<file path="src/rtl/wpg_pkg.sv">
package wpg_pkg;
  typedef enum logic [2:0] {
    K_SET_WEL   = 3'd0,
    K_CLR_WEL   = 3'd1,
    K_WR_STAT   = 3'd2,
    K_WR_DATA   = 3'd3,
    K_ERASE_PG  = 3'd4,
    K_ERASE_SEC = 3'd5,
    K_ERASE_ALL = 3'd6,
    K_RSVD      = 3'd7
  } req_kind_e;

  typedef struct packed {
    logic       pe;
    logic [1:0] bp;
  } nv_bits_t;
endpackage

</file>
<file path="src/rtl/wpg_region_decode.sv">
module wpg_region_decode #(
  parameter int ADDR_W = 17
) (
  input  logic [1:0]        bp,
  input  logic [ADDR_W-1:0] addr,
  output logic              hit
);
  localparam int TOP = ADDR_W - 1;
  logic unused_low;
  assign unused_low = ^addr[TOP-2:0];

  always_comb begin
    unique case (bp)
      2'b00:   hit = 1'b0;
      2'b01:   hit = &addr[TOP -: 2];
      2'b10:   hit = addr[TOP];
      default: hit = 1'b1;
    endcase
  end
endmodule

</file>
<file path="src/rtl/wpg_policy.sv">
module wpg_policy
  import wpg_pkg::*;
(
  input  req_kind_e kind,
  input  logic      wel,
  input  nv_bits_t  nv,
  input  logic      lock_n,
  input  logic      region_hit,
  output logic      grant
);
  logic stat_locked;
  assign stat_locked = nv.pe & ~lock_n;

  always_comb begin
    unique case (kind)
      K_SET_WEL, K_CLR_WEL:                grant = 1'b1;
      K_WR_STAT:                           grant = wel & ~stat_locked;
      K_WR_DATA, K_ERASE_PG, K_ERASE_SEC:  grant = wel & ~region_hit;
      K_ERASE_ALL:                         grant = wel & (nv.bp == 2'b00);
      default:                             grant = 1'b0;
    endcase
  end
endmodule

</file>
<file path="src/rtl/wpg_status_regs.sv">
module wpg_status_regs
  import wpg_pkg::*;
#(
  parameter logic       RST_PE = 1'b0,
  parameter logic [1:0] RST_BP = 2'b00
) (
  input  logic      clk,
  input  logic      rst_n,
  input  logic      take,
  input  logic      grant,
  input  req_kind_e kind,
  input  logic      new_pe,
  input  logic [1:0] new_bp,
  output logic      wel,
  output nv_bits_t  nv
);
  always_ff @(posedge clk or negedge rst_n) begin
    if (!rst_n) begin
      wel   <= 1'b0;
      nv.pe <= RST_PE;
      nv.bp <= RST_BP;
    end else if (take && grant) begin
      unique case (kind)
        K_SET_WEL: wel <= 1'b1;
        K_CLR_WEL: wel <= 1'b0;
        K_WR_STAT: begin
          wel   <= 1'b0;
          nv.pe <= new_pe;
          nv.bp <= new_bp;
        end
        default:   wel <= 1'b0;
      endcase
    end
  end
endmodule

</file>
<file path="src/rtl/wpg_status_guard.sv">
module wpg_status_guard
  import wpg_pkg::*;
#(
  parameter int         ADDR_W = 17,
  parameter logic       RST_PE = 1'b0,
  parameter logic [1:0] RST_BP = 2'b00
) (
  input  logic              clk,
  input  logic              rst_n,
  input  logic              req_valid,
  output logic              req_ready,
  input  logic [2:0]        req_kind,
  input  logic [ADDR_W-1:0] req_addr,
  input  logic [7:0]        req_data,
  input  logic              busy_i,
  input  logic              hw_lock_n,
  output logic              resp_valid,
  output logic              resp_grant,
  output logic [7:0]        status_o,
  output logic [2:0]        nv_o
);
  req_kind_e kind;
  logic      take, region_hit, grant, wel;
  nv_bits_t  nv;
  logic      unused_data;

  assign kind        = req_kind_e'(req_kind);
  assign req_ready   = ~busy_i;
  assign take        = req_valid & req_ready;
  assign unused_data = ^{req_data[6:4], req_data[1:0]};

  wpg_region_decode #(.ADDR_W(ADDR_W)) u_region (
    .bp(nv.bp), .addr(req_addr), .hit(region_hit)
  );

  wpg_policy u_policy (
    .kind(kind), .wel(wel), .nv(nv), .lock_n(hw_lock_n),
    .region_hit(region_hit), .grant(grant)
  );

  wpg_status_regs #(.RST_PE(RST_PE), .RST_BP(RST_BP)) u_regs (
    .clk(clk), .rst_n(rst_n), .take(take), .grant(grant), .kind(kind),
    .new_pe(req_data[7]), .new_bp(req_data[3:2]), .wel(wel), .nv(nv)
  );

  always_ff @(posedge clk or negedge rst_n) begin
    if (!rst_n) begin
      resp_valid <= 1'b0;
      resp_grant <= 1'b0;
    end else begin
      resp_valid <= take;
      resp_grant <= take & grant;
    end
  end

  assign status_o = {nv.pe, 3'b000, nv.bp, wel, busy_i};
  assign nv_o     = nv;
endmodule

</file>
<file path="config.mk">
export PLATFORM = sky130hd
export DESIGN_NAME = wpg_status_guard
export DESIGN_NICKNAME = d
export VERILOG_FILES = /design/src/rtl/wpg_pkg.sv /design/src/rtl/wpg_region_decode.sv /design/src/rtl/wpg_policy.sv /design/src/rtl/wpg_status_regs.sv /design/src/rtl/wpg_status_guard.sv
export SDC_FILE = /design/constraint.sdc
export NUM_CORES = 1
export LEC_CHECK = 0
export BUFFER_PORTS_ARGS = -buffer_cell sky130_fd_sc_hd__buf_2
export CAP_MARGIN = 15
export CORE_AREA = 2 2 39 41
export CTS_CLUSTER_DIAMETER = 40
export CTS_CLUSTER_SIZE = 8
export DETAILED_ROUTE_END_ITERATION = 7
export DIE_AREA = 0 0 41 43
export PLACE_DENSITY = 0.81
export SLEW_MARGIN = 30
export SYNTH_ARGS = -nofsm -noshare
export SYNTH_HDL_FRONTEND = slang
export SYNTH_SLANG_ARGS = --single-unit
</file>
<file path="constraint.sdc">
create_clock -name clk -period 2.9 [get_ports clk]
set_input_delay 0.435 -clock clk [delete_from_list [all_inputs] [get_ports clk]]
set_output_delay 0.435 -clock clk [all_outputs]
set_load 0.005 [all_outputs]
</file>
Word level (Yosys, flattened, before mapping)
Index checks and enable logic that the tools add are counted.
{ "word_totals": {"ff_bits": 6, "inputBits": 33} }
{ "op_classes": {"n_eq_ne": 8, "n_mux": 3, "bitwise": 10, "n_reduce_logical": 7} }
{ "op_table": {"columns": ["operator", "n"], "rows": [
  ["$eq A3 B3 Y1 const B", 3],
  ["$and A1 B1 Y1", 6],
  ["$eq A3 B2 Y1 const B", 2],
  ["$not A1 Y1", 4],
  ["$pmux W1 S4", 1],
  ["$reduce_and A2 Y1", 2],
  ["$eq A3 B1 Y1 const B", 1],
  ["$logic_not A3 Y1", 1],
  ["$pmux W1 S3", 1],
  ["$reduce_or A3 Y1", 1],
  ["$eq A2 B1 Y1 const B", 1],
  ["$eq A2 B2 Y1 const B", 1],
  ["$logic_not A2 Y1", 1],
  ["$reduce_or A2 Y1", 1],
  ["$logic_and A1 B1 Y1", 1],
  ["$mux W1", 1]
]} }

Logic depth before layout (Yosys ltp)
{ "depth": {"word_depth": 7, "depth_mapped": 4, "depth_no_buf": 4} }

Cells and area by module
Synthesis repeated with hierarchy kept, for this count alone.
{ "hier_totals": {"hier_cells": 39, "hier_area_um2": 362.8} }
{ "modules_own_cells": {"columns": ["mod", "n_inst", "cells_per_inst", "area_per_inst_um2", "seq_area_each_um2"], "rows": [
  ["wpg_status_regs", 1, 12, 160.2, 100.1],
  ["wpg_status_guard", 1, 14, 132.6, 50.0],
  ["wpg_policy", 1, 10, 56.3, 0.0],
  ["wpg_region_decode", 1, 3, 13.8, 0.0]
]} }

Least setup slack after synthesis
OpenSTA, ideal clock, no wires.
{ "synth_path": {"path_type": "input to register", "from": "input port busy_i", "to": "register u_regs.nv[0] (netlist name)", "setup_time_ns": 0.128, "arrival_ns": 1.328, "t_required_ns": 2.772, "path_slack_ns": 1.444, "path_stages": 4, "n_path_buf": 0, "path_cell_list": "nand2b_1 > nor4b_2 > o211ai_2 > mux2_1"} }
{ "synth_via": {"elab_chain_cells": 4} }
{ "synth_lines": {"columns": ["element", "line_no", "source"], "rows": [
  ["start, declared", "wpg_status_guard.sv:15", "input logic busy_i,"],
  ["$not A1 Y1", "wpg_status_guard.sv:28", "assign req_ready = ~busy_i;"],
  ["$and A1 B1 Y1", "wpg_status_guard.sv:29", "assign take = req_valid & req_ready;"],
  ["$logic_and A1 B1 Y1", "wpg_status_regs.sv:22", "end else if (take && grant) begin"],
  ["$reduce_and A2 Y1 (no line)", null, null]
]} }
Every way passes these cells.
A chain may end at the register's enable or synchronous reset.

Worst setup path in the final report
{ "layout_path": {"from": "register u_regs.nv[0] (netlist name)", "to": "register u_regs.nv[1] (netlist name)"} }
{ "layout_via": {"elab_chain_cells": 7, "word_cells_on_any_way": 10, "classes_between": "eq/ne: 2; mux: 2; bitwise: 3; reduce/logical: 3"} }
{ "layout_lines": {"columns": ["element", "line_no", "source"], "rows": [
  ["$eq A2 B2 Y1, or another cell as far along", "wpg_region_decode.sv:13", "unique case (bp)"],
  ["$pmux W1 S3", "wpg_region_decode.sv:13", null],
  ["$not A1 Y1", "wpg_policy.sv:18", "K_WR_DATA, K_ERASE_PG, K_ERASE_SEC: grant = wel & ~region_hit;"],
  ["$and A1 B1 Y1", "wpg_policy.sv:18", null],
  ["$pmux W1 S4 *", "wpg_policy.sv:15", "unique case (kind)"],
  ["$logic_and A1 B1 Y1 *", "wpg_status_regs.sv:22", null],
  ["$reduce_and A2 Y1 (no line) *", null, null]
]} }
Mark *: on every way between the ends. The rest lies on a longest branch, timed or not.

==> metrics <==
grt ovf 0; CTS resizes 0; Fill cells between 150 and 200; Max Slew Vio Count 0; Final Util 35.1%; switching power ~0.069 mW; Max Freq approximately 650 MHz; Multi-input gate area 170 µm²; final instance area 485 µm²; critical path fanouts, max 6; Fin. Hold Viols 0; Clock power frac 29.8%; port buffer count 23; largest stage delay on the critical path roughly 0.42 ns; Core ar. 0.00138 mm²; nets@finish 92; Final Skew ~0.0013 ns; Cell Count Post-Placement 70; Comb pwr share between 20% and 30%; final setup violating endpoints 0; Skew-Pair Late Insertion Delay between 0.2 and 0.25 ns; Reg clk slew, reported paths roughly 0.04 ns; IO Count 47; initial antenna violation count 0; Cell variety after synth 18; Root Buffer clkbuf_4; # diodes 0; Starting Density 27.5%; first-pass GRT wire length about 1.1 mm; Die X roughly 40 µm; layout cells sized above 1 a little over half; Worst EP required around 3 ns; WL final 762 µm; die area 0.00176 mm²; FP Rows 14; final worst-path setup slack ~1.4 ns; P_int between 0.15 and 0.2 mW; Period minus WS final 1.54 ns; Die H 43 µm; Netlist Area Pre-Place 380 µm²; part of the cycle the worst path needs between 50% and 60%; Hold Crit Class in -> async; clk sinks 6; FF+latch area between 150 and 200 µm²; Syn Inst Count 37; cells on worst reg2reg path 4; clk buf depth 2; worst slack, placed 1.19 ns; max-capacitance violation count 0; gr usage total about a tenth; switch share approximately 28%; crit-path cells o21a_1, nor3_1, o211ai_2, mux2_1; syn avg cell area just over 10 µm²; DRC viols 0; H-Tree Depth 1; Yosys reg bits 6; via count of the first global-routing pass roughly 300; CTS Hold Bufs 0; CTS tree yes; GP Congestion roughly 0.65; HPWL after DPL 673 µm; synth-to-layout area growth 27.6%; Total Power 0.247 mW; Syn. warnings 0; TritonCTS Buffers 3; outcome finished, final reports clean; largest net degree at the start of global routing 7; slowest CP cell dfrtp_1; endpoint class of the critical path flip-flop; worst vdd ir between 0.15 and 0.2 mV; Vias approximately 330; Leakage around 0.28 nW; crit start category flip-flop; post-synthesis sequential area ratio between 30% and 40%; Reg power frac around 45%; antenna-violating nets left 0; DR pass1 iterations 2; wire length per cell about 10 µm; CP Class reg -> reg; drt via density between 4 and 5; Power per Cell Area a little over 500 mW/mm²; Sum Neg Setup Slack 0 ns; Final Non-Filler Cells 73; Hold Slack 0.0137 ns; worst path arrival time approximately 1.7 ns; RSZ-0062 raised after global routing false; DR iter-0 viols 3; Area after DPL about 460 µm²; postcts setup bufs 0
[critical path: cells and delay by family (launching register included)]
kind	cells	cell delay (ns)
multiplexers	1	0.34
AND/OR/NAND/NOR	1	0.30
flip-flops	1	0.42
AO/OA/AOI/OAI	2	0.36
[placed cells by master, fill, tap and decap left out, drive strengths merged, types with 2 or more instances in the layout]
cell type,count
nand2b,2
nor3,3
clkbuf,3
mux2,3
buf,23
o21a,2
conb,3
inv,2
dfrtp,6
[sequential cells by signal, summed over array words and instances (netlist names)]
name        cells
u_regs.nv       3
resp_grant      1
resp_valid      1
u_regs.wel      1
[power by group through the flow]
stage          combinational (mW)  clock, mW  sequential, mW
2_1_floorplan              0.0472          0           0.110
3_3_place_gp               0.0632          0           0.110
3_5_place_dp               0.0648          0           0.111
4_1_cts                    0.0651     0.0763           0.110
5_1_grt                    0.0717     0.0834           0.112
6_report                   0.0635     0.0736           0.110
[cell families after synthesis]
group                  share of synthesized area (%)
AO/OA/AOI/OAI                                   15.5
buffers and inverters                           17.8
flip-flops                                      39.5
multiplexers                                    8.88
other                                          0.986
AND/OR/NAND/NOR                                 17.4
[routing by layer]
metal | wire, µm | share of wire (%) | GRT usage (%) | vias up
met3 | 56 | 7.3 | 3.14 | 0
met2 | 428 | 56 | 15.6 | 14
met5 | 0 | 0 | 0 | -
met1 | 277 | 36 | 10.6 | 155
met4 | 0 | 0 | 6.00 | 0
li1 | - | - | - | 160
[path summary, 6_finish.rpt]
check,start,end,slack [ns]
max,u_regs.nv[0],u_regs.nv[1],1.36
min,rst_n,resp_grant,0.01
max reg2reg,u_regs.nv[0],u_regs.nv[1],1.36
min reg2reg,u_regs.nv[2],u_regs.nv[2],0.52
max in group asynchronous,rst_n,u_regs.nv[1],2.74
min in group clk,req_data[2],u_regs.nv[0],0.41
[cells in the mapped netlist]
library cell / instances / area, µm²
buf_4: 8 / 60.1
dfrtp_1: 6 / 150
mux2_1: 3 / 33.8
nor3_1: 3 / 15.0
inv_1: 2 / 7.51
nand2b_1: 2 / 12.5
o21a_1: 2 / 15.0
a211o_1: 1 / 8.76
a211oi_2: 1 / 12.5
a21oi_1: 1 / 5.00
and3_1: 1 / 6.26
conb_1: 1 / 3.75
nand2_1: 1 / 3.75
nor3b_1: 1 / 7.51
nor4b_2: 1 / 15.0
o211ai_2: 1 / 12.5
o21ai_0: 1 / 5.00
or2_2: 1 / 6.26
[cell type report]
type	instances	share of cell area [%]
inverter	2	1.55
sequential	6	30.9
tap	16	4.12
timing repair buffer	23	23.7
clock buffer	3	4.64
multi-input combinational	23	35.1
No activity file was read; power rests on OpenSTA's default activity.
